<file path="src/rtl/prio_irq_pkg.sv">
package prio_irq_pkg;
  localparam int unsigned NUM_LVL = 16;
  localparam int unsigned LVL_W   = $clog2(NUM_LVL);
  localparam int unsigned VEC_STEP = 32;
  typedef logic [LVL_W-1:0] lvl_t;
  typedef enum logic [2:0] {
    A_PEND = 3'd0,
    A_MASK = 3'd1,
    A_CTRL = 3'd2,
    A_PRI0 = 3'd4
  } reg_addr_e;
endpackage

</file>
<file path="src/rtl/prio_irq_map.sv">
module prio_irq_map
  import prio_irq_pkg::*;
#(
  parameter int unsigned N_FIXED  = 5,
  parameter int unsigned N_PERIPH = 12
) (
  input  logic                      clk_i,
  input  logic                      rst_ni,
  input  logic [N_FIXED-1:0]        fixed_req_i,
  input  logic [N_PERIPH-1:0]       periph_req_i,
  input  logic [N_PERIPH*LVL_W-1:0] periph_lvl_i,
  output logic [NUM_LVL-1:0]        set_o
);
  logic [N_FIXED-1:0]  fixed_q;
  logic [N_PERIPH-1:0] periph_q;
  logic [N_FIXED-1:0]  fixed_rise;
  logic [N_PERIPH-1:0] periph_rise;

  always_ff @(posedge clk_i or negedge rst_ni) begin
    if (!rst_ni) begin
      fixed_q  <= '0;
      periph_q <= '0;
    end else begin
      fixed_q  <= fixed_req_i;
      periph_q <= periph_req_i;
    end
  end

  assign fixed_rise  = fixed_req_i & ~fixed_q;
  assign periph_rise = periph_req_i & ~periph_q;

  // fixed sources own levels 0..N_FIXED-1; peripherals OR into their level
  always_comb begin
    set_o = '0;
    for (int k = 0; k < N_FIXED; k++)
      if (fixed_rise[k]) set_o[k] = 1'b1;
    for (int p = 0; p < N_PERIPH; p++)
      if (periph_rise[p]) set_o[periph_lvl_i[p*LVL_W +: LVL_W]] = 1'b1;
  end
endmodule

</file>
<file path="src/rtl/prio_irq_regs.sv">
module prio_irq_regs
  import prio_irq_pkg::*;
#(
  parameter int unsigned N_FIXED  = 5,
  parameter int unsigned N_PERIPH = 12,
  localparam int unsigned FLD_PER_W = NUM_LVL / LVL_W,
  localparam int unsigned N_PWORD   = (N_PERIPH + FLD_PER_W - 1) / FLD_PER_W
) (
  input  logic                      clk_i,
  input  logic                      rst_ni,
  input  logic                      we_i,
  input  logic [2:0]                addr_i,
  input  logic [NUM_LVL-1:0]        wdata_i,
  output logic [NUM_LVL-1:0]        rdata_o,
  input  logic [NUM_LVL-1:0]        set_i,
  input  logic                      ack_i,
  input  lvl_t                      ack_lvl_i,
  output logic [NUM_LVL-1:0]        pend_o,
  output logic [NUM_LVL-1:0]        mask_o,
  output logic                      en_o,
  output logic [N_PERIPH*LVL_W-1:0] periph_lvl_o
);
  function automatic logic [NUM_LVL-1:0] pword_default(int unsigned w);
    logic [NUM_LVL-1:0] r;
    int unsigned lv;
    r = '0;
    for (int f = 0; f < FLD_PER_W; f++) begin
      lv = N_FIXED + w * FLD_PER_W + f;
      if (lv > NUM_LVL - 1) lv = NUM_LVL - 1;
      r[f*LVL_W +: LVL_W] = lvl_t'(lv);
    end
    return r;
  endfunction

  logic [NUM_LVL-1:0] pend_q, mask_q, clr;
  logic               en_q;
  logic [NUM_LVL-1:0] pword_q [N_PWORD];
  logic [N_PWORD*NUM_LVL-1:0] pflat;

  always_comb begin
    clr = '0;
    if (ack_i) clr[ack_lvl_i] = 1'b1;
    if (we_i && addr_i == A_PEND) clr = clr | wdata_i;
  end

  always_ff @(posedge clk_i or negedge rst_ni) begin
    if (!rst_ni) begin
      pend_q <= '0;
      mask_q <= '0;
      en_q   <= 1'b0;
    end else begin
      pend_q <= (pend_q & ~clr) | set_i;  // set wins over clear
      if (we_i && addr_i == A_MASK) mask_q <= wdata_i;
      if (we_i && addr_i == A_CTRL) en_q   <= wdata_i[0];
    end
  end

  for (genvar w = 0; w < N_PWORD; w++) begin : g_pword
    always_ff @(posedge clk_i or negedge rst_ni) begin
      if (!rst_ni) pword_q[w] <= pword_default(w);
      else if (we_i && addr_i == 3'(A_PRI0 + w)) pword_q[w] <= wdata_i;
    end
    assign pflat[w*NUM_LVL +: NUM_LVL] = pword_q[w];
  end

  assign periph_lvl_o = pflat[N_PERIPH*LVL_W-1:0];
  assign pend_o = pend_q;
  assign mask_o = mask_q;
  assign en_o   = en_q;

  always_comb begin
    rdata_o = '0;
    case (addr_i)
      A_PEND: rdata_o = pend_q;
      A_MASK: rdata_o = mask_q;
      A_CTRL: rdata_o = {{(NUM_LVL-1){1'b0}}, en_q};
      default: begin
        for (int w = 0; w < N_PWORD; w++)
          if (addr_i == 3'(A_PRI0 + w)) rdata_o = pword_q[w];
      end
    endcase
  end
endmodule

</file>
<file path="src/rtl/prio_irq_pick.sv">
module prio_irq_pick
  import prio_irq_pkg::*;
#(
  parameter logic [15:0] VEC_BASE = 16'h0100
) (
  input  logic [NUM_LVL-1:0] pend_i,
  input  logic [NUM_LVL-1:0] mask_i,
  input  logic               en_i,
  output logic               irq_o,
  output lvl_t               lvl_o,
  output logic [15:0]        vector_o
);
  logic [NUM_LVL-1:0] live;
  assign live = pend_i & mask_i;

  // scan downward so the lowest live level is left in lvl_o
  always_comb begin
    lvl_o = '0;
    for (int i = NUM_LVL - 1; i >= 0; i--)
      if (live[i]) lvl_o = lvl_t'(i);
  end

  assign irq_o    = en_i & (|live);
  assign vector_o = VEC_BASE + 16'(lvl_o) * 16'(VEC_STEP);
endmodule

</file>
<file path="src/rtl/prio_irq_ctrl.sv">
module prio_irq_ctrl
  import prio_irq_pkg::*;
#(
  parameter int unsigned N_FIXED  = 5,
  parameter int unsigned N_PERIPH = 12,
  parameter logic [15:0] VEC_BASE = 16'h0100
) (
  input  logic                clk_i,
  input  logic                rst_ni,
  input  logic [N_FIXED-1:0]  fixed_req_i,
  input  logic [N_PERIPH-1:0] periph_req_i,
  input  logic                we_i,
  input  logic [2:0]          addr_i,
  input  logic [15:0]         wdata_i,
  output logic [15:0]         rdata_o,
  input  logic                ack_i,
  output logic                irq_o,
  output logic [3:0]          irq_level_o,
  output logic [15:0]         vector_o
);
  logic [NUM_LVL-1:0]        set_lvl, pend_q, mask_q;
  logic                      en_q;
  logic [N_PERIPH*LVL_W-1:0] periph_lvl;
  lvl_t                      pick_lvl;

  prio_irq_map #(.N_FIXED(N_FIXED), .N_PERIPH(N_PERIPH)) u_map (
    .clk_i, .rst_ni, .fixed_req_i, .periph_req_i,
    .periph_lvl_i(periph_lvl), .set_o(set_lvl)
  );

  prio_irq_regs #(.N_FIXED(N_FIXED), .N_PERIPH(N_PERIPH)) u_regs (
    .clk_i, .rst_ni, .we_i, .addr_i, .wdata_i, .rdata_o,
    .set_i(set_lvl), .ack_i(ack_i & irq_o), .ack_lvl_i(pick_lvl),
    .pend_o(pend_q), .mask_o(mask_q), .en_o(en_q), .periph_lvl_o(periph_lvl)
  );

  prio_irq_pick #(.VEC_BASE(VEC_BASE)) u_pick (
    .pend_i(pend_q), .mask_i(mask_q), .en_i(en_q),
    .irq_o, .lvl_o(pick_lvl), .vector_o
  );

  assign irq_level_o = pick_lvl;
endmodule

</file>
<file path="config.mk">
export PLATFORM = sky130hd
export DESIGN_NAME = prio_irq_ctrl
export DESIGN_NICKNAME = d
export VERILOG_FILES = /design/src/rtl/prio_irq_pkg.sv /design/src/rtl/prio_irq_map.sv /design/src/rtl/prio_irq_regs.sv /design/src/rtl/prio_irq_pick.sv /design/src/rtl/prio_irq_ctrl.sv
export SDC_FILE = /design/constraint.sdc
export NUM_CORES = 1
export LEC_CHECK = 0
export CORE_MARGIN = 4
export CORE_UTILIZATION = 57
export CTS_CLUSTER_SIZE = 16
export DETAILED_ROUTE_END_ITERATION = 7
export PLACE_DENSITY = 0.79
export SLEW_MARGIN = 40
export SYNTH_ARGS = -nofsm -noshare
export SYNTH_HDL_FRONTEND = slang
export SYNTH_HIERARCHICAL = 1
export SYNTH_SLANG_ARGS = --single-unit
</file>
<file path="constraint.sdc">
create_clock -name clk_i -period 2.7 [get_ports clk_i]
set_clock_uncertainty 0.1 [all_clocks]
set_input_delay 0.405 -clock clk_i [delete_from_list [all_inputs] [get_ports clk_i]]
set_output_delay 0.405 -clock clk_i [all_outputs]
set_load 0.005 [all_outputs]
</file>
# After elaboration in Yosys (flattened, before gate mapping)
# Index checks and enable logic that the tools add are counted.
# classes
n_addsub,1
n_lt_le_gt_ge,26
n_mux,65
eq_ne,5
n_reduce_logical,21
bitwise_logic,23
# ops
op,n
two-way mux 16 bit,17
OR 16 bit,13
less-than comparator 4 x 5 -> 1 bit (second input constant),13
two-way mux 4 bit,16
demux 1 bit (select 4 bit),13
>= comparator 4 x 1 -> 1 bit (second input constant),13
one-hot mux 16 bit (3 select lines),1
bitwise AND 16 bit,2
logical AND 1 bit,19
two-way mux 1 bit,18
NOT 16 bit,1
OR 5 x 16 -> 16 bit,1
OR reduction 16 bit,1
bitwise AND 12 bit,1
NOT 12 bit,1
adder 9 x 9 -> 10 bit (first input constant),1
== test 3 bit (second input constant),3
bitwise AND 5 bit,1
NOT 5 bit,1
== test 3 x 1 -> 1 bit (second input constant),1
== test 3 x 2 -> 1 bit (second input constant),1
zero test 3 bit,1
bitwise AND 1 bit,2
# word_totals
ff_bits,98
wordCells,149

# Longest topological paths before layout
# Gate-level depths: netlist of the first run.
# logic_depth
ltp_word,29
mapped_depth,8
mapped_depth_nobuf,8

# Modules after synthesis
# Netlist of the first run, hierarchy kept.
# by_module_without_submodules
mod,seq_area_each_um2,n_inst,cells_per_inst,area_per_inst_um2
prio_irq_regs,2065.7,1,295,4012.6
prio_irq_map,425.4,1,278,2172.1
prio_irq_pick,0.0,1,55,377.9
prio_irq_ctrl,0.0,1,1,6.3

# Worst setup path after synthesis of the first run
# No wires, ideal clock.
# synth_timing
kind,register -> register
startpoint,"register u_regs.pend_q[5], in the netlist u_regs/pend_o[5]"
endpoint,"register u_regs.pend_q[14], in the netlist u_regs/pend_o[14]"
path_slack_ns,0.344
t_arrival_ns,2.138
path_stages_with_launch,8
t_required_ns,2.482
path_cell_list,dfrtp_1 a22o_1 a31oi_1 o31ai_1 a222oi_1 nor2b_1 a22oi_1 a21o_1
# synth_via
elab_chain_len,17
# synth_lines
element,line_no,source
start: declaration,prio_irq_regs.sv:35,"logic [NUM_LVL-1:0] pend_q, mask_q, clr;"
start signal: assignment,prio_irq_regs.sv:52,pend_q <= (pend_q & ~clr) | set_i;
bitwise AND 16 bit *,prio_irq_pick.sv:14,assign live = pend_i & mask_i;
two-way mux 4 bit * (6 in a row),prio_irq_pick.sv:20,if (live[i]) lvl_o = lvl_t'(i);
named net irq_level_o[1],prio_irq_ctrl.sv:18,"output logic [3:0] irq_level_o,"
less-than comparator 4 x 5 -> 1 bit (not written as such) or >= comparator 4 x 1 -> 1 bit (tied branches),prio_irq_regs.sv:42,if (ack_i) clr[ack_lvl_i] = 1'b1;
logical AND 1 bit (not written as such),prio_irq_regs.sv:42,
two-way mux 1 bit (not written as such),prio_irq_regs.sv:42,
demux 1 bit (select 4 bit) *,-,
two-way mux 16 bit *,prio_irq_regs.sv:42,
OR 16 bit,prio_irq_regs.sv:43,if (we_i && addr_i == A_PEND) clr = clr | wdata_i;
two-way mux 16 bit *,prio_irq_regs.sv:43,
NOT 16 bit *,prio_irq_regs.sv:52,
bitwise AND 16 bit *,prio_irq_regs.sv:52,
OR 16 bit *,prio_irq_regs.sv:52,
# Mark *: on every way through the listed nets, which the timed path passes. The rest lies on a longest branch.
# A chain may end at the register's enable or synchronous reset.

# Final worst setup path of the first run
# layout_timing
startpoint,"register u_regs.pword_q, in the netlist u_regs/periph_lvl_o[39]"
endpoint,output port rdata_o[7]
# layout_via
elab_chain_len,2
# layout_lines
element,line_no,source
start: declaration,prio_irq_regs.sv:37,logic [NUM_LVL-1:0] pword_q [N_PWORD];
start signal: indexed assignment,prio_irq_regs.sv:60,if (!rst_ni) pword_q[w] <= pword_default(w);
start signal: indexed assignment,prio_irq_regs.sv:61,else if (we_i && addr_i == 3'(A_PRI0 + w)) pword_q[w] <= wdata_i;
two-way mux 16 bit,prio_irq_regs.sv:79,if (addr_i == 3'(A_PRI0 + w)) rdata_o = pword_q[w];
one-hot mux 16 bit (3 select lines),prio_irq_regs.sv:73,case (addr_i)
end: declaration,prio_irq_ctrl.sv:15,"output logic [15:0] rdata_o,"
# Every way passes these cells.

==> impl_summary.md, run 1 <==
Timing
The number of hold-slack violations in the final timing report was 0. The share of the clock period used by the worst path is a little over nine tenths. The sum of negative setup slack is 0 ns. For the pin with the worst max-slew slack, the measured transition is just under 0.7 ns. The final max-slew violation count is 0. Across all setup checks in the final design, the least slack found is 0.03138 ns.

The number of setup violations in the final report is 0. The post-layout minimum cycle time is approximately 2.7 ns. Hold is met by between 0.4 and 0.5 ns.

The worst max-slew margin expressed relative to the limit is 53.70%. The fmax is between 300 and 400 MHz.

Pwr
The internal portion of the total power is approximately 0.0036 W. The total power density per cell area is roughly 760 nW/um^2. In this run the power spent charging and discharging nets is 0.002366 W. The sequential share of power is 40.7%.

Of the total power, the share spent switching nets is 39.48%. The standby leakage power is around 3.1 nW. The share of power burned in the clock network is between 20% and 30%. VDD sags by at most about 0.00059 V. The combinational cell fraction of total power is 35.7%.

Critical path
The launching point of the worst reg2reg path is u_regs/pend_o[5]. Tracing the worst setup path back leads to its startpoint at u_regs/periph_lvl_o[39]. Along the worst path, the maximum fanout reaches 6. STA puts the critical path data required time at between 2 and 2.5 ns.

The worst setup path is captured at a primary output. The critical path is of the register to primary output type. The sort of element at the start of the critical path is a register. The capture instance of the worst register-to-register path is u_regs/pend_o[6].

The worst-case register-to-register setup slack is 0.05 ns. At the worst endpoint, the arrival time is between 2 and 2.5 ns. Counting cells, the worst reg-to-reg path comes to 10. The most critical setup path has its endpoint at rdata_o[7].

Drt
For this block, the initial DRC count from the detailed router was 1249. The total detailed-routing wirelength is between 20000 and 30000 microns. The detailed-route via count is 6727. The average vias per placed instance is between 7 and 8. The first-pass detailed-route iteration total is 8.

After detailed routing, the average wire length per cell comes to 30.08 microns. In this run the remaining antenna-violating nets after routing total 0. The number of remaining DRC errors is 0.

Cells and area
The fill cell instance count of the final layout is slightly below 800. The library cell used most frequently in the layout, excluding fill and tap cells, is dfrtp_1. 0 antenna diodes ended up in the layout.

Compared with the post-synthesis result, the final layout area differs by 20.15%. The proportion of layout cells with a drive suffix above 1 is around 25%. The area taken by multi-input logic gates is about 3900 sq um. The number of nets at the end of the flow is between 700 and 800. The sequential cell area in the final layout is between 2000 and 2500 sq um. The top cell types in the final layout, fill and taps aside, are dfrtp_1 (67), o22ai_1 (61), mux2_2 (57).

Floorplan
Pin placement for this block handled 77 I/O pins. From left edge to right edge, the die measures 115.4 microns. The placeable core region is ~11000 sq um. Once the floorplan was initialized, standard cells occupied about 59% of the core.

The die area is approximately 13000 sq um. After floorplanning, the core was divided into 38 placement rows. Measured along the y axis, the die boundary spans 115.4 microns.

GRT
The number of antenna violations at the first check in global routing is 0. The leftover overflow at the end of global routing is 0. The combined global-route utilization of all metal layers is 38.87%. The number of global-route vias before repair is 6432. The largest net degree at the start of global routing is 43. The global-route wire length before repair is 38280 microns.

Logic synthesis
The share of Yosys cell area claimed by the top area cell type is 25.52%. In this run, synthesis inferred 0 flip-flops with an integrated enable. After synthesis, the mean cell area works out to ~10 sq um.

The synthesized netlist occupies a cell area of approximately 6600 sq um. Sorting the synthesized cells by area gives the leading types as dfrtp_1 (26%), dfstp_2 (12%), mux2_2 (9.8%), o22ai_1 (5.8%), mux2i_1 (4.6%). Summed over all instances, the cell type with the most area after synthesis is dfrtp_1. The number of different library cells used by synthesis comes to 55. For this run, the number of Yosys warnings is 6.

Counting flops and latches in the post-synthesis netlist gives 98. In the synthesized netlist the async set-or-reset flop fraction comes to 100.0%. In the synthesized netlist the dominant register cell turns out to be dfrtp_1. Of the synthesized area, sequential elements account for a little under two fifths.

The synthesized instance count is approximately 630.

Flow run
The tool flagged a number of max-cap violations equal to 0.

Clock tree
The H-tree was split into 3 levels. The clock tree from TritonCTS is built. Counting the buffers created by CTS gives 9.

The clock tree root buffer cell is clkbuf_16. The worst-skew pair later-pin latency is between 0.3 and 0.4 ns. No sink is reached through more buffers than the 2 on the longest clock path.

The clock net in this run drives a total of 98 sinks. The clock-pin slew reported for the worst setup and hold paths after clock tree synthesis is 0.08 ns.

Place
The congestion estimate from routability-driven global placement came to 1.082. The pre-CTS setup slack is -0.04053 ns. The wire-length estimate of the detail-placed layout is 18820 microns. The total of buffers placed on input and output ports is 65.

Run status
The run finished with clean final reports.

Hold path
The class of the worst hold path is input port to register.
[sequential cells by signal (all words and copies together) (netlist names)]
name,count
u_regs/en_o,1
u_map/periph_q,12
u_map/fixed_q,5
u_regs/periph_lvl_o,48
u_regs/mask_o,16
u_regs/pend_o,16
[synth_stat cells, types with 10 or more instances]
master and count:
a22oi_1 14, nor2_1 23, dfrtp_1 67, dfstp_2 31, a21o_1 31, o22ai_1 61
mux2_4 10, buf_4 18, nand4b_1 13, nand2b_1 25, mux2_2 57, nand2_1 36
nand4bb_1 24, nor3_1 52, o32ai_1 16, nor4_1 14, mux2i_1 30, o2bb2ai_1 15
[cell type report]
| cell class | instances | share of cell area [%] |
|---|---|---|
| clock buffers | 9 | 2.854 |
| clock inverters | 7 | 1.252 |
| inverters | 7 | 0.3329 |
| multi-input cells | 499 | 49.11 |
| flip-flops and latches | 98 | 31.56 |
| well taps | 140 | 2.219 |
| repair buffers | 105 | 12.67 |
[cells by family after synthesis]
group / after synthesis / synth area share [%]
AO/OA/AOI/OAI: 165 / 18.97
buffers and inverters: 42 / 4.000
flip-flops: 98 / 37.92
multiplexers: 97 / 16.63
other: 1 / 0.05709
AND/OR/NAND/NOR: 226 / 22.42
[repair_timing]
item	in CTS	in global routing
setup buffers	10	9
endpoints found under the hold margin	25	0
endpoints found under the setup margin	9	16
hold buffers	1	0
pin swaps	3	5
resized for setup	9	6
[layer usage]
| metal | part of all wire, % | up-vias | GRT usage [%] | routed length (microns) |
|---|---|---|---|---|
| met5 | 0 | - | 0 | 0 |
| met2 | 43 | 615 | 58.56 | 11260 |
| met1 | 37 | 3273 | 50.87 | 9739 |
| li1 | - | 2690 | - | - |
| met4 | 7.1 | 0 | 23.08 | 1838 |
| met3 | 12 | 149 | 9.316 | 3182 |
[power by group through the flow]
stage	combinational, W	clock, W	sequential [W]
2_1_floorplan	0.00119	0	0.00221
3_3_place_gp	0.00182	0	0.00240
3_5_place_dp	0.00186	0	0.00244
4_1_cts	0.00195	0.00142	0.00241
5_1_grt	0.00222	0.00149	0.00247
6_report	0.00214	0.00141	0.00244
[how the worst min path moves through the flow]
stage,from,to,cells past startpoint
detailed placement,rst_ni,u_regs/periph_lvl_o[20],1
CTS,fixed_req_i[2],u_map/fixed_q[2],1
finish,fixed_req_i[2],u_map/fixed_q[2],1
global route,fixed_req_i[2],u_map/fixed_q[2],1
floorplan,rst_ni,u_map/fixed_q[0],0
global placement,rst_ni,u_regs/periph_lvl_o[20],1
[worst max-delay path, stage by stage (launching register included)]
cell and delay [ns]:
dfstp_2 0.59, mux2i_1 0.09, o2bb2ai_1 0.25, buf_4 0.15
a21o_1 0.19, clkdlybuf4s50_1 0.53
[stage by stage]
stage | instances | instance area, sq um | util (%) | power [W]
floorplan | 639 | 6606 | - | 0.003402
global placement | 829 | 7396 | 66.76 | 0.004215
detailed placement | 829 | 7396 | 66.76 | 0.004299
CTS | 856 | 7812 | 70.52 | 0.005783
global route | 865 | 7893 | 71.24 | 0.006177
finish | 865 | 7893 | 71.24 | 0.005993
Note: power is estimated with default switching activity, not from simulation.
==> inputs of run 2 (changes only) <==
Settings changed: CELL_PAD_IN_SITES_DETAIL_PLACEMENT set to 0, CELL_PAD_IN_SITES_GLOBAL_PLACEMENT set to 1, CORE_UTILIZATION 57 to 45.
==> run 2 against run 1 <==
  * Critical path type unchanged
  * Sequential cell count is the same
  * Non-clock buffer count decreased by 3
  * Cell count rose by 4.3%
  * Wire length is 3.3% higher
  * First-iteration DRC count decreased by 31%
==> impl_summary.md, run 2 (same netlist as run 1, synthesis figures left out) <==
Run status
The run finished with clean final reports.

Timing
The number of setup violations in the final report was 0 (unchanged). The post-layout minimum cycle time is 2.624 ns (-0.04458 ns). The share of the clock period used by the worst path is 97.19% (-1.7 points). The sum of negative setup slack was 0 ns (unchanged). The worst max-slew margin expressed relative to the limit came to 57.89% (+4.2 points). The number of hold-slack violations in the final timing report is 0 (unchanged). The fmax is 381.1 MHz (+1.7%). The transition at the pin with the smallest max-transition slack is 0.6309 ns (-0.06202 ns). Setup repair after global routing left no endpoint under its margin. The final hold slack is 0.4135 ns (+0.009817 ns). The final max-slew violation count is 0 (unchanged).

GRT
The number of antenna violations at the first check in global routing is 0 (unchanged). The global-route wire length before repair is 39110 microns (+2.2%). The combined global-route utilization of all metal layers is 31.96% (-6.9 points). The largest net degree at the start of global routing was 68 (+58%). The number of global-route vias before repair is 6044 (-6.0%). The leftover overflow at the end of global routing is 0 (unchanged).

Floorplan
The placeable core region is 14100 sq um (+27%). The effective utilization at floorplan was 46.60% (-13 points). The die area is 16590 sq um (+25%). The vertical extent of the die is 128.8 microns (+12%). The width of the die is 128.8 microns (+12%). The count of boundary I/O pins is 77 (unchanged). The number of core rows was 43 (+13%).

Critical path
The critical path is of the register to primary output type. The critical path endpoint category is a primary output. The signal on the critical path passes through nand2_1 > a32o_1 > o21ai_2 > a32o_2 > clkdlybuf4s50_1. The arrival time of the worst setup path is 2.12 ns (-0.04 ns). The number of buffer and inverter instances along the worst setup path came to 1 (-1). The largest delay contributor family on the critical path is compound AO/OA/AOI/OAI gates. The maximum fanout along the worst path is 7 (+1). The sort of element at the start of the critical path is a register. The worst stage delay on the critical path came to 0.53 ns (-0.06 ns). The required time reported for the critical path endpoint is 2.19 ns (about the same). The slowest stage of the critical path belongs to the cell clkdlybuf4s50_1.

Place
The final HPWL from detailed placement came to 20340 microns (+8.1%). The routability-driven placement congestion ratio is 1.007 (-7.0%). The cell count after placement is 875 (+5.5%). The total of buffers placed on input and output ports is 65 (unchanged).

Clock tree
The cell sitting at the root of the clock tree is a clkbuf_16. The total number of clock tree sinks is 98 (unchanged). The number of clock buffers inserted by TritonCTS is 9 (unchanged). The number of buffers between clock root and the deepest sink was 2 (unchanged). The clock-pin slew reported for the worst setup and hold paths after clock tree synthesis is 0.07 ns (about the same). TritonCTS built the clock tree. The H-tree level count was 3 (unchanged). The worst-skew pair later-pin latency came to 0.36 ns (about the same).

Drt
The number of remaining DRC errors is 0 (unchanged). The number of design-rule violations left by the first detailed-router iteration is 858 (-31%). The number of routed nets with antenna violations is 0 (unchanged). The first-pass detailed-route iteration total is 7 (-1). The detailed-route via count is 6319 (-6.1%). The average vias per placed instance is 7.006 (-9.9%). The total detailed-routing wirelength is 26880 microns (+3.3%). The average detailed-routed wire length per instance is 29.80 microns (-0.91%).

Hold path
The class of the worst hold path is register to register.

Pwr
The standby leakage power is 3.080 nW (-1.5%). The worst ir drop on vdd was 0.0005115 V (-13%). The total power density per cell area is 736.7 nW/um^2 (-3.0%). The total power is 0.005798 W (-3.3%).

Cells and area
The fill cell instance count of the final layout is 1257 (+60%). In the layout the commonest cells are dfrtp_1 (65), o22ai_1 (61), mux2_2 (57). The number of nets at the end of the flow is 757 (-0.39%). The library cell used most frequently in the layout, excluding fill and tap cells, is dfrtp_1.

The flip-flop count of the largest register, all copies and words added is 48 (unchanged). The final antenna diode count was 0 (unchanged). The post-route non-filler standard cell count is 902 (+4.3%). The area overhead of the layout relative to synthesis is 19.81%. The proportion of layout cells with a drive suffix above 1 is 25.07% (+0.10 points).

Flow run
The max-cap check violation count is 0 (unchanged).
run 2: cell types whose count changed in the layout (fill, tap and decap cells not counted), moves of 2 or more:
cell / change
clkbuf_8: +2
buf_12: -2
dfrtp_2: +2
clkinv_2: +2
dfrtp_1: -2
clkinv_8: -2
run 2: timing repair:
| item | in CTS | in global routing |
|---|---|---|
| gates resized for setup | 10 | 9 |
| setup endpoints to repair | 6 | 14 |
| pin swaps | 4 | 4 |
| setup buffers | 6 | 4 |
| hold buffers | 1 | 0 |
| endpoints found under the hold margin | 19 | 0 |
run 2: metrics by stage:
step | utilization (%) | instance area (sq um) | setup WS [ns]
6_report | 55.83 | 7870 | 0.07595
5_1_grt | 55.83 | 7870 | 0.03238
4_1_cts | 55.42 | 7812 | 0.02629
3_3_place_gp | 52.96 | 7466 | 0.2438
3_5_place_dp | 52.96 | 7466 | 0.1319
2_1_floorplan | - | 6606 | 0.3441
run 2: metal layers:
layer,vias to the layer above,track usage (%),wire length [microns]
met3,63,6.268,2539
met2,401,50.15,12350
met5,-,0,0
li1,2701,-,-
met1,3154,44.26,11130
met4,0,10.93,867
run 2: cell type report:
cell class	count	area, sq um	area share [%]
flip-flops and latches	98	2494	31.69
clock buffers	12	256.5	3.259
repair buffers	102	952.2	12.10
multi-input cells	499	3889	49.41
well taps	180	225.2	2.862
clock inverters	4	27.53	0.3498
inverters	7	26.28	0.3339
run 2: worst reg2reg max path, cell delays in order, from the launching register on:
cell      delay [ns]
dfrtp_1         0.44
a22o_1          0.31
o31ai_1         0.35
a222oi_1        0.12
buf_4           0.16
buf_4           0.12
buf_4           0.16
nor2_2          0.29
a22oi_1         0.14
a21o_1          0.21
run 2: power by group:
| group | total, W | leakage [nW] | internal [W] | switching [W] |
|---|---|---|---|---|
| registers | 0.00248 | 1.08 | 0.00186 | 0.000611 |
| clock network | 0.00126 | 0.143 | 0.000677 | 0.000583 |
| logic | 0.00206 | 1.85 | 0.00100 | 0.00106 |
run 2: path summary, 6_finish.rpt:
path	cells past startpoint	to	startpoint	slack, ns
setup reg to reg	9	u_regs/pend_o[8]	u_regs/pend_o[11]	0.21
hold reg to reg	1	u_regs/pend_o[6]	u_regs/pend_o[6]	0.41
max in group asynchronous	3	u_regs/periph_lvl_o[35]	rst_ni	1.30
hold / removal	1	u_regs/pend_o[6]	u_regs/pend_o[6]	0.41
min in group asynchronous	2	u_regs/periph_lvl_o[22]	rst_ni	0.46
setup / recovery	5	vector_o[5]	u_regs/pend_o[11]	0.08
==> inputs of run 3 (changes only) <==
Settings changed: CORE_ASPECT_RATIO set to 0.5, CTS_CLUSTER_SIZE 16 to 20.
==> run 3 against run 2 <==
  * Worst hold slack lost 0.0046 ns
  * Via count grew 5.8%
  * Die area grew 0.70%
  * Sequential share of layout area shrank 1.1 points
  * Critical path type is now register to register
  * Worst setup slack lost 0.062 ns
==> impl_summary.md, run 3 (same netlist as run 1, synthesis figures left out) <==
Critical path
The largest delay contributor family on the critical path is compound AO/OA/AOI/OAI gates. The critical path endpoint category is a register. The critical path class is register to register. The arrival time of the worst setup path is 2.84 ns (+0.72 ns). The capture instance of the worst register-to-register path is u_regs/pend_o[1]. The required time reported for the critical path endpoint is 2.85 ns (+0.66 ns). The worst-case register-to-register setup slack is 0.01 ns (-0.20 ns). In this design, the critical path's most frequently occurring cell is buf_4. The number of buffer and inverter instances along the worst setup path is 3 (+2). The cell depth of the worst flop-to-flop path is 10 (+1). The maximum fanout along the worst path is 5 (-2). The sort of element at the start of the critical path is a register. The worst stage delay on the critical path came to 0.49 ns (-0.04 ns).

The signal on the critical path passes through a22oi_2 > nor2b_4 > o31ai_2 > a222oi_1 > buf_4 > buf_4 > buf_4 > nor2b_1 > a22oi_1 > a21o_1. The worst register-to-register path begins at u_regs/pend_o[15]. Among all stages on the critical path, the largest delay is contributed by dfrtp_1.

Place
The total of buffers placed on input and output ports is 65 (unchanged). The routability-driven placement congestion ratio is 1.007 (about the same). The pre-CTS setup slack was 0.1968 ns (+0.06490 ns). The final HPWL from detailed placement was 21090 microns (+3.7%). The total placed instance area is 7564 sq um (+1.3%).

Pwr
The worst ir drop on vdd is 0.0005155 V (+0.78%). The standby leakage power came to 3.297 nW (+7.0%). The total power density per cell area came to 766.4 nW/um^2 (+4.0%).

Timing
The fmax is 372.3 MHz (-2.3%). The share of the clock period used by the worst path is 99.48% (+2.3 points). The number of setup violations in the final report is 0 (unchanged).

The worst max-slew margin expressed relative to the limit is 59.94% (+2.0 points). The transition at the pin with the smallest max-transition slack is 0.5995 ns (-0.03142 ns). The final max-slew violation count was 0 (unchanged).

The sum of negative setup slack is 0 ns (unchanged). The setup slack after layout is 0.01406 ns (-0.06189 ns). The number of hold-slack violations in the final timing report was 0 (unchanged).

The post-layout minimum cycle time came to 2.686 ns (+0.06189 ns).

Cells and area
The flip-flop count of the largest register, all copies and words added is 48 (unchanged). The top cell types in the final layout, fill and taps aside, are dfrtp_1 (65), o22ai_1 (61), buf_4 (59). The most common cell after layout, fill and taps aside is dfrtp_1. The number of nets at the end of the flow is 782 (+3.3%). Compared with the post-synthesis result, the final layout area differs by 24.13%. The final standard cell utilization of the core is 58.55% (+2.7 points).

The final instance area is 8154 sq um (+3.6%). The proportion of layout cells with a drive suffix above 1 is 27.71% (+2.6 points). The fill cell instance count of the final layout was 1183 (-5.9%).

Clock tree
The number of buffers between clock root and the deepest sink came to 2 (unchanged). The total number of clock tree sinks is 98 (unchanged). The clock-pin slew reported for the worst setup and hold paths after clock tree synthesis is 0.08 ns (about the same). TritonCTS built the clock tree. The worst-skew pair later-pin latency is 0.36 ns (about the same). The clock tree root buffer cell is clkbuf_16. The H-tree level count was 3 (unchanged).

The number of clock buffers inserted by TritonCTS is 9 (unchanged).

Drt
The number of routed nets with antenna violations came to 0 (unchanged). The number of remaining DRC errors is 0 (unchanged). The average vias per placed instance was 7.112 (+1.5%).

The total detailed-routing wirelength was 28410 microns (+5.7%). The number of design-rule violations left by the first detailed-router iteration was 1171 (+36%). The average detailed-routed wire length per instance is 30.22 microns (+1.4%).

The detailed-route via count came to 6685 (+5.8%). The first-pass detailed-route iteration total is 6 (-1).

Floorplan
The count of boundary I/O pins is 77 (unchanged). The placeable core region is 13930 sq um (-1.2%). The width of the die is 178.9 microns (+39%). The number of core rows came to 30 (-30%). The vertical extent of the die came to 93.43 microns (-27%). The die area is 16710 sq um (+0.70%).

The effective utilization at floorplan is 47.17% (+0.57 points).

Hold path
For hold timing, the worst endpoint is u_map/fixed_q[3]. The launch instance of the worst min-delay path is fixed_req_i[3]. The min-delay analysis places its worst path in the category input port to register. The number of cells on the worst hold path came to 1 (unchanged).

GRT
The combined global-route utilization of all metal layers is 33.01% (+1.1 points). The number of global-route vias before repair is 6235 (+3.2%). The largest net degree at the start of global routing came to 45 (-34%). The number of antenna violations at the first check in global routing is 0 (unchanged). The leftover overflow at the end of global routing came to 0 (unchanged). The global-route wire length before repair is 40320 microns (+3.1%).

Flow run
The max-cap check violation count is 0 (unchanged).

Run status
The run finished with clean final reports.
-- run 3: worst max-delay path by stage --
stage	startpoint	to	slack, ns	cells past startpoint
2_1_floorplan	u_regs/pend_o[5]	u_regs/pend_o[14]	0.34	7
3_3_place_gp	u_regs/pend_o[12]	vector_o[6]	0.21	6
3_5_place_dp	u_regs/pend_o[3]	vector_o[9]	0.20	5
4_1_cts	u_regs/mask_o[5]	irq_level_o[1]	0.009	6
5_1_grt	u_regs/pend_o[15]	u_regs/pend_o[1]	-0.004	10
6_report	u_regs/pend_o[15]	u_regs/pend_o[1]	0.01	10
-- run 3: worst register-to-register path, stage by stage (launching register included) --
cell and delay (ns):
dfrtp_1 0.49, a22oi_2 0.31, nor2b_4 0.07, o31ai_2 0.21, a222oi_1 0.11, buf_4 0.16
buf_4 0.13, buf_4 0.14, nor2b_1 0.39, a22oi_1 0.23, a21o_1 0.23
-- run 3: metrics by stage --
stage	hold slack [ns]	power [W]	std cells
after floorplan	0.009409	0.003402	639
after global placement	0.3214	0.004447	898
after detailed placement	0.3283	0.004452	898
after CTS	0.3978	0.006006	928
after global routing	0.4128	0.006431	939
final	0.4088	0.006249	940
-- run 3: power breakdown --
part           total (W)  switching [W]  internal, W
Clock            0.00144       0.000680     0.000756
Combinational    0.00232        0.00121      0.00111
Sequential       0.00249       0.000624      0.00187
-- run 3: cell type report --
type	count	area, sq um	share of cell area, %
multi-input combinational	499	3895	47.77
tap	192	240.2	2.946
clock inverter	7	107.6	1.320
inverter	7	26.28	0.3222
sequential	98	2494	30.58
timing repair buffer	127	1164	14.27
clock buffer	9	225.2	2.762
antenna	1	2.502	0.03069
-- run 3: timing repair --
item	CTS	global route
hold buffers	1	0
setup buffers	13	11
gates resized for setup	6	16
hold endpoints to repair	34	0
pin swaps	4	8
setup endpoints to repair	6	14
-- run 3: per-layer routing --
| layer | share of wire (%) | global-route usage, % |
|---|---|---|
| met1 | 44 | 49.15 |
| met2 | 41 | 46.94 |
| met3 | 12 | 9.047 |
| met4 | 2.6 | 8.360 |
| met5 | 0 | 0 |
